<file path="src/rtl/pack_guard_pkg.sv">
package pack_guard_pkg;

   // Fault flag positions inside the qualified fault vector
   localparam int unsigned FLT_NUM  = 3;
   localparam int unsigned FLT_OCUR = 0;
   localparam int unsigned FLT_OVD  = 1;
   localparam int unsigned FLT_OVC  = 2;

   // Positions inside the synchronized input bundle
   localparam int unsigned IN_CHG   = 3;
   localparam int unsigned IN_LOAD  = 4;
   localparam int unsigned IN_HIZ   = 5;
   localparam int unsigned IN_EN    = 6;
   localparam int unsigned IN_NUM   = 7;

   typedef enum logic [2:0] {
      ST_PWRDN     = 3'd0,
      ST_CONDUCT   = 3'd1,
      ST_HOLD_OCUR = 3'd2,
      ST_HOLD_OVD  = 3'd3,
      ST_HOLD_OVC  = 3'd4
   } pg_state_e;

endpackage

</file>
<file path="src/rtl/pg_sync_bank.sv">
module pg_sync_bank #(
   parameter int unsigned WIDTH  = 7,
   parameter int unsigned STAGES = 2
) (
   input  logic             clk,
   input  logic             rst_n,
   input  logic [WIDTH-1:0] d_i,
   output logic [WIDTH-1:0] q_o
);

   localparam int unsigned LAST = STAGES - 1;

   if (STAGES < 2) begin : g_bad_stages
      $error("pg_sync_bank: STAGES must be at least 2");
   end
   if (WIDTH < 1) begin : g_bad_width
      $error("pg_sync_bank: WIDTH must be at least 1");
   end

   logic [WIDTH-1:0] pipe_q [STAGES];

   always_ff @(posedge clk or negedge rst_n) begin
      if (!rst_n) pipe_q[0] <= '0;
      else        pipe_q[0] <= d_i;
   end

   for (genvar s = 1; s < STAGES; s++) begin : g_stage
      always_ff @(posedge clk or negedge rst_n) begin
         if (!rst_n) pipe_q[s] <= '0;
         else        pipe_q[s] <= pipe_q[s-1];
      end
   end

   assign q_o = pipe_q[LAST];

endmodule

</file>
<file path="src/rtl/pg_persist_filter.sv">
module pg_persist_filter #(
   parameter int unsigned HOLD = 4
) (
   input  logic clk,
   input  logic rst_n,
   input  logic flag_i,
   output logic qual_o
);

   if (HOLD < 1) begin : g_bad_hold
      $error("pg_persist_filter: HOLD must be at least 1");
   end

   if (HOLD == 1) begin : g_pass
      // A single clock of persistence needs no counter
      assign qual_o = flag_i;
   end else begin : g_count
      localparam int unsigned CW = $clog2(HOLD + 1);
      localparam logic [CW-1:0] LIM = CW'(HOLD);

      logic [CW-1:0] run_q;

      always_ff @(posedge clk or negedge rst_n) begin
         if (!rst_n)             run_q <= '0;
         else if (!flag_i)       run_q <= '0;
         else if (run_q != LIM)  run_q <= run_q + 1'b1;
      end

      assign qual_o = (run_q == LIM);

      AST_QUAL_NEEDS_RUN: assert property (@(posedge clk) disable iff (!rst_n)
         qual_o |-> $past(flag_i));
      AST_GLITCH_DROPS: assert property (@(posedge clk) disable iff (!rst_n)
         !flag_i |=> !qual_o);
   end

endmodule

</file>
<file path="src/rtl/pg_state_core.sv">
module pg_state_core
   import pack_guard_pkg::*;
(
   input  logic               clk,
   input  logic               rst_n,
   input  logic               en_s_i,
   input  logic               en_rise_i,
   input  logic [FLT_NUM-1:0] qual_i,
   input  logic               chg_s_i,
   input  logic               load_s_i,
   input  logic               hiz_s_i,
   output logic               gate_a_o,
   output logic               cell_byp_o,
   output logic               fet_byp_o,
   output logic               pwrdn_o,
   output logic               full_o
);

   pg_state_e st_q, st_nxt;
   logic      full_q;
   logic      enter_ovc;

   always_comb begin
      st_nxt = st_q;
      case (st_q)
         ST_PWRDN:     if (en_rise_i) st_nxt = ST_CONDUCT;
         ST_CONDUCT: begin
            if      (qual_i[FLT_OCUR]) st_nxt = ST_HOLD_OCUR;
            else if (qual_i[FLT_OVD])  st_nxt = ST_HOLD_OVD;
            else if (qual_i[FLT_OVC])  st_nxt = ST_HOLD_OVC;
         end
         ST_HOLD_OCUR: if (hiz_s_i)  st_nxt = ST_CONDUCT;
         ST_HOLD_OVD:  if (chg_s_i)  st_nxt = ST_CONDUCT;
         ST_HOLD_OVC:  if (load_s_i) st_nxt = ST_CONDUCT;
         default:      st_nxt = ST_PWRDN;
      endcase
      if (!en_s_i) st_nxt = ST_PWRDN;
   end

   assign enter_ovc = (st_q == ST_CONDUCT) && (st_nxt == ST_HOLD_OVC);

   always_ff @(posedge clk or negedge rst_n) begin
      if (!rst_n) begin
         st_q   <= ST_PWRDN;
         full_q <= 1'b0;
      end else begin
         st_q <= st_nxt;
         if (!en_s_i)        full_q <= 1'b0;
         else if (enter_ovc) full_q <= 1'b1;
      end
   end

   assign gate_a_o   = (st_q == ST_CONDUCT);
   assign cell_byp_o = (st_q == ST_HOLD_OVC);
   assign fet_byp_o  = (st_q == ST_HOLD_OCUR);
   assign pwrdn_o    = (st_q == ST_PWRDN);
   assign full_o     = full_q;

   AST_DOWN_ON_EN_LOW: assert property (@(posedge clk) disable iff (!rst_n)
      !en_s_i |=> (st_q == ST_PWRDN));
   AST_WAKE_NEEDS_RISE: assert property (@(posedge clk) disable iff (!rst_n)
      (st_q == ST_PWRDN && !en_rise_i) |=> (st_q == ST_PWRDN));
   AST_OCUR_FIRST: assert property (@(posedge clk) disable iff (!rst_n)
      (st_q == ST_CONDUCT && en_s_i && qual_i[FLT_OCUR]) |=> (st_q == ST_HOLD_OCUR));
   AST_OVD_WAITS_CHG: assert property (@(posedge clk) disable iff (!rst_n)
      (st_q == ST_HOLD_OVD && en_s_i && !chg_s_i) |=> (st_q == ST_HOLD_OVD));
   AST_OVC_WAITS_LOAD: assert property (@(posedge clk) disable iff (!rst_n)
      (st_q == ST_HOLD_OVC && en_s_i && !load_s_i) |=> (st_q == ST_HOLD_OVC));
   AST_OCUR_WAITS_HIZ: assert property (@(posedge clk) disable iff (!rst_n)
      (st_q == ST_HOLD_OCUR && en_s_i && !hiz_s_i) |=> (st_q == ST_HOLD_OCUR));
   AST_FULL_STICKY: assert property (@(posedge clk) disable iff (!rst_n)
      (full_q && en_s_i) |=> full_q);

endmodule

</file>
<file path="src/rtl/pg_interlock.sv">
module pg_interlock
   import pack_guard_pkg::*;
(
   input  logic               clk,
   input  logic               rst_n,
   input  logic               en_s_i,
   input  logic               en_rise_i,
   input  logic [FLT_NUM-1:0] qual_i,
   input  logic               chg_s_i,
   input  logic               load_s_i,
   input  logic               hiz_s_i,
   output logic               gate_b_o
);

   // Channel B keeps one latch bit per fault instead of an encoded state
   logic               armed_q;
   logic [FLT_NUM-1:0] lat_q, lat_set, lat_clr;
   logic [FLT_NUM-1:0] recov;
   logic               open_now;

   assign open_now = armed_q && (lat_q == '0);

   assign recov[FLT_OCUR] = hiz_s_i;
   assign recov[FLT_OVD]  = chg_s_i;
   assign recov[FLT_OVC]  = load_s_i;

   always_comb begin
      lat_set = '0;
      if (open_now) begin
         if      (qual_i[FLT_OCUR]) lat_set[FLT_OCUR] = 1'b1;
         else if (qual_i[FLT_OVD])  lat_set[FLT_OVD]  = 1'b1;
         else if (qual_i[FLT_OVC])  lat_set[FLT_OVC]  = 1'b1;
      end
   end

   for (genvar f = 0; f < FLT_NUM; f++) begin : g_lat
      assign lat_clr[f] = lat_q[f] && recov[f];
      always_ff @(posedge clk or negedge rst_n) begin
         if (!rst_n)          lat_q[f] <= 1'b0;
         else if (!en_s_i)    lat_q[f] <= 1'b0;
         else if (lat_set[f]) lat_q[f] <= 1'b1;
         else if (lat_clr[f]) lat_q[f] <= 1'b0;
      end
   end

   always_ff @(posedge clk or negedge rst_n) begin
      if (!rst_n)         armed_q <= 1'b0;
      else if (!en_s_i)   armed_q <= 1'b0;
      else if (en_rise_i) armed_q <= 1'b1;
   end

   assign gate_b_o = open_now;

   AST_ONE_FAULT_HELD: assert property (@(posedge clk) disable iff (!rst_n)
      $onehot0(lat_q));
   AST_CHAN_B_DOWN: assert property (@(posedge clk) disable iff (!rst_n)
      !en_s_i |=> !gate_b_o);

endmodule

</file>
<file path="src/rtl/pack_guard_ctrl.sv">
module pack_guard_ctrl
   import pack_guard_pkg::*;
#(
   parameter int unsigned SYNC_STAGES = 2,
   parameter int unsigned HOLD_CYC    = 4
) (
   input  logic clk,
   input  logic rst_n,
   input  logic en_i,
   input  logic ovc_i,
   input  logic ovd_i,
   input  logic ocur_i,
   input  logic chg_i,
   input  logic load_i,
   input  logic hiz_i,
   output logic gate_a_o,
   output logic gate_b_o,
   output logic cell_byp_o,
   output logic fet_byp_o,
   output logic pwrdn_o,
   output logic full_o
);

   if (HOLD_CYC < 1) begin : g_bad_hold
      $error("pack_guard_ctrl: HOLD_CYC must be at least 1");
   end

   logic [IN_NUM-1:0]  raw_in, syn_in;
   logic [FLT_NUM-1:0] qual;
   logic               en_d_q, en_rise;

   always_comb begin
      raw_in           = '0;
      raw_in[FLT_OCUR] = ocur_i;
      raw_in[FLT_OVD]  = ovd_i;
      raw_in[FLT_OVC]  = ovc_i;
      raw_in[IN_CHG]   = chg_i;
      raw_in[IN_LOAD]  = load_i;
      raw_in[IN_HIZ]   = hiz_i;
      raw_in[IN_EN]    = en_i;
   end

   pg_sync_bank #(.WIDTH(IN_NUM), .STAGES(SYNC_STAGES)) u_sync (
      .clk   (clk),
      .rst_n (rst_n),
      .d_i   (raw_in),
      .q_o   (syn_in)
   );

   for (genvar f = 0; f < FLT_NUM; f++) begin : g_filt
      pg_persist_filter #(.HOLD(HOLD_CYC)) u_filt (
         .clk    (clk),
         .rst_n  (rst_n),
         .flag_i (syn_in[f]),
         .qual_o (qual[f])
      );
   end

   always_ff @(posedge clk or negedge rst_n) begin
      if (!rst_n) en_d_q <= 1'b0;
      else        en_d_q <= syn_in[IN_EN];
   end
   assign en_rise = syn_in[IN_EN] && !en_d_q;

   pg_state_core u_chan_a (
      .clk        (clk),
      .rst_n      (rst_n),
      .en_s_i     (syn_in[IN_EN]),
      .en_rise_i  (en_rise),
      .qual_i     (qual),
      .chg_s_i    (syn_in[IN_CHG]),
      .load_s_i   (syn_in[IN_LOAD]),
      .hiz_s_i    (syn_in[IN_HIZ]),
      .gate_a_o   (gate_a_o),
      .cell_byp_o (cell_byp_o),
      .fet_byp_o  (fet_byp_o),
      .pwrdn_o    (pwrdn_o),
      .full_o     (full_o)
   );

   pg_interlock u_chan_b (
      .clk       (clk),
      .rst_n     (rst_n),
      .en_s_i    (syn_in[IN_EN]),
      .en_rise_i (en_rise),
      .qual_i    (qual),
      .chg_s_i   (syn_in[IN_CHG]),
      .load_s_i  (syn_in[IN_LOAD]),
      .hiz_s_i   (syn_in[IN_HIZ]),
      .gate_b_o  (gate_b_o)
   );

   AST_GATE_AGREE: assert property (@(posedge clk) disable iff (!rst_n)
      gate_a_o == gate_b_o);
   AST_OFF_WHEN_DOWN: assert property (@(posedge clk) disable iff (!rst_n)
      pwrdn_o |-> (!gate_a_o && !gate_b_o));
   AST_BYPASS_EXCL: assert property (@(posedge clk) disable iff (!rst_n)
      !(cell_byp_o && fet_byp_o));
   AST_FULL_WITH_CELL: assert property (@(posedge clk) disable iff (!rst_n)
      cell_byp_o |-> full_o);

endmodule

</file>
<file path="config.mk">
export PLATFORM = sky130hd
export DESIGN_NAME = pack_guard_ctrl
export DESIGN_NICKNAME = d
export VERILOG_FILES = /design/src/rtl/pack_guard_pkg.sv /design/src/rtl/pg_sync_bank.sv /design/src/rtl/pg_persist_filter.sv /design/src/rtl/pg_state_core.sv /design/src/rtl/pg_interlock.sv /design/src/rtl/pack_guard_ctrl.sv
export SDC_FILE = /design/constraint.sdc
export NUM_CORES = 1
export LEC_CHECK = 0
export BUFFER_PORTS_ARGS = -buffer_cell sky130_fd_sc_hd__buf_2
export CELL_PAD_IN_SITES_DETAIL_PLACEMENT = 2
export CELL_PAD_IN_SITES_GLOBAL_PLACEMENT = 2
export CORE_MARGIN = 2
export CORE_UTILIZATION = 41
export CTS_CLUSTER_DIAMETER = 60
export DETAILED_ROUTE_END_ITERATION = 7
export HOLD_SLACK_MARGIN = 0.05
export MAX_ROUTING_LAYER = met4
export PLACE_DENSITY_LB_ADDON = 0.15
export SYNTH_ARGS = -nofsm -noshare
export SYNTH_HDL_FRONTEND = slang
export SYNTH_SLANG_ARGS = --single-unit
export TNS_END_PERCENT = 100
</file>
<file path="constraint.sdc">
create_clock -name clk -period 5.15 [get_ports clk]
set_clock_uncertainty 0.2 [all_clocks]
set_input_delay 0.2575 -clock clk [delete_from_list [all_inputs] [get_ports clk]]
set_output_delay 0.2575 -clock clk [all_outputs]
set_load 0.01 [all_outputs]
</file>
* Word level (Yosys, flattened, before mapping) *
Index checks and enable logic that the tools add are counted.

word-level totals
  bits of input ports = 9
  logic and storage cells = 77
  output and inout bits = 6
  bits in registers = 32

cells by class
  $add $sub $neg = 3
  mux-type cells = 34
  eq/ne operators = 19
  reductions and logical operators = 9

operator list
  kind                                                                     number
  3-bit two-way mux                                                        15
  1-bit two-way mux                                                        17
  3-bit equality test, second input constant                               5
  3-bit one-hot mux with 5 select lines                                    1
  3-bit by 1-bit adder with 3-bit output, second input constant            3
  3-bit by 1-bit inequality test with 1-bit output, second input constant  3
  3-bit inequality test, second input constant                             3
  2-bit by 1-bit inequality test with 1-bit output, second input constant  4
  3-bit by 2-bit equality test with 1-bit output, second input constant    2
  1-bit logical AND                                                        6
  3-bit logical NOT                                                        2
  3-bit by 1-bit equality test with 1-bit output, second input constant    1
  2-bit two-way mux                                                        1
  2-bit inequality test, second input constant                             1
  1-bit logical NOT                                                        1

* Longest topological paths before layout *
  depth after elaboration = 10
  gate-level depth with buffers = 6
  depth with buffers taken out = 5

* Hierarchy *
Synthesis repeated with hierarchy kept, for this count alone.

unflattened totals
  cell total of the unflattened synthesis = 118
  area, all modules = 1,416.4 um2

by module, submodules not included
  module             area an instance (um2)  instances  cells an instance  seq. area each (um2)
  pg_persist_filter  171.4                   3          17                 75.1
  pg_sync_bank       402.9                   1          21                 350.3
  pg_state_core      284.0                   1          28                 100.1
  pg_interlock       176.4                   1          16                 100.1
  pack_guard_ctrl    38.8                    1          2                  25.0

* Worst setup path after synthesis *
No wires, ideal clock.

  kind = flip-flop to flip-flop
  from = register g_filt[0].u_filt.g_count.run_q[0]
  to = register u_chan_a.st_q[2]
  arrival time = 1,413 ps
  slack = 3,464 ps
  buffers on the path = 0
  cell stages (with the launch flop) = 6
  setup time = 73 ps
  data required time = 4,877 ps
  clock period less this slack = 1,686 ps
  cell sequence = dfrtp_1 inv_1 ha_1 a22oi_2 or4b_4 a21oi_2

on the way
  cells in the longest elaborated chain, start to end = 4

ends and longest elaborated chain
  item                                   line                     text
  start: declaration                     pg_persist_filter.sv:21  logic [CW-1:0] run_q;
  start signal: assignment               pg_persist_filter.sv:26  else if (run_q != LIM) run_q <= run_q + 1'b1;
  3-bit equality test                    pg_persist_filter.sv:29  assign qual_o = (run_q == LIM);
  3-bit two-way mux                      pg_state_core.sv:28      if (qual_i[FLT_OCUR]) st_nxt = ST_HOLD_OCUR;
  3-bit one-hot mux with 5 select lines  pg_state_core.sv:25      case (st_q)
  3-bit two-way mux                      pg_state_core.sv:37      if (!en_s_i) st_nxt = ST_PWRDN;
  net u_chan_a.st_nxt[2]                 pg_state_core.sv:19      pg_state_e st_q, st_nxt;
  end signal: assignment                 pg_state_core.sv:47      st_q <= st_nxt;
  end: declaration                       pg_state_core.sv:19

The timed path passes the listed nets, and every way through them passes these cells.
A chain may end at the register's enable or synchronous reset.

* Worst setup path after layout *
  from = register u_chan_b.lat_q[1]
  to = output port gate_b_o

on the way
  cells in the longest elaborated chain, start to end = 2

ends and longest elaborated chain
  item                              line                   text
  start: declaration                pg_interlock.sv:17     logic [FLT_NUM-1:0] lat_q, lat_set, lat_clr;
  start signal: indexed assignment  pg_interlock.sv:39     if (!rst_n) lat_q[f] <= 1'b0;
  start signal: indexed assignment  pg_interlock.sv:40     else if (!en_s_i) lat_q[f] <= 1'b0;
  start signal: indexed assignment  pg_interlock.sv:41     else if (lat_set[f]) lat_q[f] <= 1'b1;
  3-bit logical NOT                 pg_interlock.sv:21     assign open_now = armed_q && (lat_q == '0);
  1-bit logical AND                 pg_interlock.sv:21
  end: declaration                  pack_guard_ctrl.sv:17  output logic gate_b_o,

No other way between the ends.

==> summary.md <==
| Metric | Value |
|---|---|
| Root buffer cell | clkbuf_4 |
| Post-Layout Cell Count | 180 |
| Crit path largest cell delay | 460 ps |
| Post-synth EDFFs | 0 |
| Clock sinks | 32 |
| Reg2reg start | g_filt[0].u_filt.g_count.run_q[0]$_DFFE_PN0P_ |
| WL final | 2830 µm |
| Syn_nets | 124 |
| Yosys cell types | 32 |
| Dominant cell type by area after synthesis | dfrtp_1 |
| Final ANT Viol Nets | 0 |
| Die height | 60.8 µm |
| Placed Area | 1430 µm² |
| Crit path buf inv count | 1 |
| Max FO, Critical Path | 4 |
| Pwr Density | 321 nW/µm² |
| Worst path depth | 2 |
| Postcts setup bufs | 0 |
| Final instance area | 1580 µm² |
| Sw Share | 0.277 |
| Final setup vio count | 0 |
| Via count | between 900 and 1000 |
| Worst Reg-to-Reg Cells | 5 |
| Tcrit/Tclk final | 0.365 |
| Sequential power share | 0.563 |
| Vias per cell | 5.06 |
| Worst-margin pin slew | 707 ps |
| WS Path Type | flop to output port |
| Core ar. | about 3100 µm² |
| Final hold violations | 0 |
| Worst path top cell family by delay | simple AND/OR/NAND/NOR gates |
| Tot GR Track Use | 0.183 |
| Initial antenna violation count | 0 |
| Crit-path cells | nor4b_2 -> buf_2 |
| Worst setup EP type | output port |
| Worst setup path startpoint | u_chan_b.lat_q[1]$_DFFE_PN0P_ |
| Vias in the first global route | 1007 |
| Synth-to-Final Area Change | 19.0% |
| Top post-synthesis cells by count | 32 x dfrtp_1, 12 x inv_1, 6 x ha_1 |
| Worst Setup Start Kind | flop |
| Core Util, Final | 0.516 |
| Warnings, synthesis | 0 |
| Average cell area after synthesis | 12.1 µm² |
| DRT Pass-1 Iters | 3 |
| Synth top area share | 0.605 |
| Max_slew headroom | 0.529 |
| Starting DRT DRC Count | 35 |
| Netlist Area Pre-Place | ~1300 µm² |
| First-pass GRT wire length | 4570 µm |
| Clock insertion delay at the later pin of the skew report | 330 ps |
| Final nets | 150 |
| I/O pin cnt | 15 |
| Die X | between 60 and 70 µm |
| Synth async-reset ratio | 1.00 |
| H-Tree Depth | 2 |
| Total internal power | ~370 µW |
| CTS resizes | 0 |
| Worst setup margin | 3270 ps |
| Sequential area share after synthesis | 0.605 |
| Ys flop type | dfrtp_1 |
| Worst Setup EP | gate_b_o |
| Clock buffer count from CTS | 5 |
| Max cap viols | 0 |
| Seq cells post-synth | 32 |
| Setup_tns | 0 ps |
| Leak pwr | 0.734 nW |
| Syn Inst Count | approximately 110 |
| DRC violations left | 0 |
| Critical Path AT | about 1400 ps |
| RSZ-0062 raised after global routing | no |
| Clock-pin slew on the worst setup and hold paths | 110 ps |
| GP Congestion | 0.720 |
| # diodes | 0 |
| Period minus WS final | ~1900 ps |
| Largest net degree at the start of global routing | 33 |
| DR WL/cell | 15.7 µm |
| Status | finished, final reports clean |
| CP Data Required Time | around 4700 ps |
| Initial core utilization | 0.434 |
| Hold depth | 0 |
| Port Buffer Count | 14 |
| Place WS | 3310 ps |
| Comb pwr share | 0.136 |
| Most common cell in the synthesized netlist | dfrtp_1 |
| Worst path slowest cell | nor4b_2 |
| Max Root-Sink Buffers | 2 |
| CTS tree | yes |
| Placed insts | 164 |
| Slack of the worst reg-to-reg path | 3280 ps |
| Fin. max-slew vios | 0 |
| Layout cells sized above 1 | 0.206 |
| Site row count | 20 |
| FF-to-FF End | u_chan_a.st_q[2]$_DFF_PN0_ |
| DP HPWL | 1920 µm |
| Worst min path class | flop to flop |
| F_max | around 0.53 GHz |
| Psw | 140 µW |
| Clock power frac | 0.301 |
| Die area | 3700 µm² |
| Max VDD drop | 0.181 mV |
| GRT overflow | 0 |
| Largest cells by area after synthesis | dfrtp_1 60%, ha_1 5.7%, inv_1 3.4%, a21boi_0 2.8%, xnor2_1 2.0% |
[sequential cells by signal (all words and copies together) (netlist names)]
signal                       flops
en_d_q                           1
g_filt.u_filt.g_count.run_q      9
u_chan_a.full_o                  1
u_chan_a.st_q                    3
u_chan_b.armed_q                 1
u_chan_b.lat_q                   3
u_sync.pipe_q                    7
u_sync.q_o                       7
[per-stage QoR]
| stage | hold slack, ps | power (mW) |
|---|---|---|
| 2_1_floorplan | -238 | 0.329 |
| 5_1_grt | 170 | 0.534 |
| 3_3_place_gp | 133 | 0.347 |
| 6_report | 158 | 0.505 |
| 4_1_cts | 161 | 0.512 |
| 3_5_place_dp | 139 | 0.354 |
[worst min-delay path by stage]
stage          slack [ps]                      end                         from
6_report              160  u_sync.q_o[1]$_DFF_PN0_   u_sync.pipe_q[8]$_DFF_PN0_
5_1_grt               170  u_sync.q_o[1]$_DFF_PN0_   u_sync.pipe_q[8]$_DFF_PN0_
4_1_cts               160  u_sync.q_o[5]$_DFF_PN0_  u_sync.pipe_q[12]$_DFF_PN0_
3_5_place_dp          140  u_sync.q_o[4]$_DFF_PN0_  u_sync.pipe_q[11]$_DFF_PN0_
3_3_place_gp          130  u_sync.q_o[6]$_DFF_PN0_  u_sync.pipe_q[13]$_DFF_PN0_
2_1_floorplan        -240         en_d_q$_DFF_PN0_                        rst_n
[cells in the final DEF, fill, tap and decap left out, types with 4 or more instances in the layout]
cell type      synthesis  final
inv_1                 12     12
dlygate4sd3_1          0      8
buf_2                  0     14
a21boi_0               5      5
nand2_1                5      5
ha_1                   6      6
o21ai_0                5      5
a31oi_1                4      4
and2_1                 4      4
dfrtp_1               32     32
clkbuf_4               0      5
[worst reg2reg max path: cells and delay by family, from the launching register on]
kind            cells  cell delay [ps]
fa+ha+maj           1              270
flops               1              390
buf+inv             1               90
simple gates        1              510
compound gates      2              360
[routing by layer]
layer | track usage | share of wire | vias up
met5 | - | 0 | -
met4 | 0.0559 | 0.0050 | 0
met3 | 0.0576 | 0.027 | 2
met2 | 0.304 | 0.51 | 17
met1 | 0.213 | 0.46 | 465
li1 | - | - | 426
[layout make-up]
class	instances	area, µm²
Clock buffer	6	51.3
Clock inverter	2	10.0
Fill cell	314	1480
Inverter	12	45.0
Multi-Input combinational cell	62	463
Sequential cell	32	801
Tap cell	44	55.1
Timing Repair Buffer	22	150
[logic make-up (layout without fill, tap and decap cells)]
logic type,count (synthesis),after routing,synth area share
buf+inv,15,42,0.0454
compound gates,22,22,0.120
simple gates,29,29,0.138
xor+xnor,3,3,0.0199
flops,32,32,0.605
fa+ha+maj,6,6,0.0567
mux,2,2,0.0151
[power by group through the flow]
stage | Sequential (mW) | Combinational [mW] | Clock (mW)
after global routing | 0.287 | 0.0794 | 0.168
after floorplan | 0.282 | 0.0465 | 0
after CTS | 0.284 | 0.0701 | 0.158
after detailed placement | 0.289 | 0.0648 | 0
after global placement | 0.287 | 0.0603 | 0
final | 0.284 | 0.0688 | 0.152
[repair_timing]
action	4_1_cts	5_1_grt
setup endpoints to repair	0	0
hold endpoints to repair	39	0
hold buffers	8	0
No activity file was read; power rests on OpenSTA's default activity.
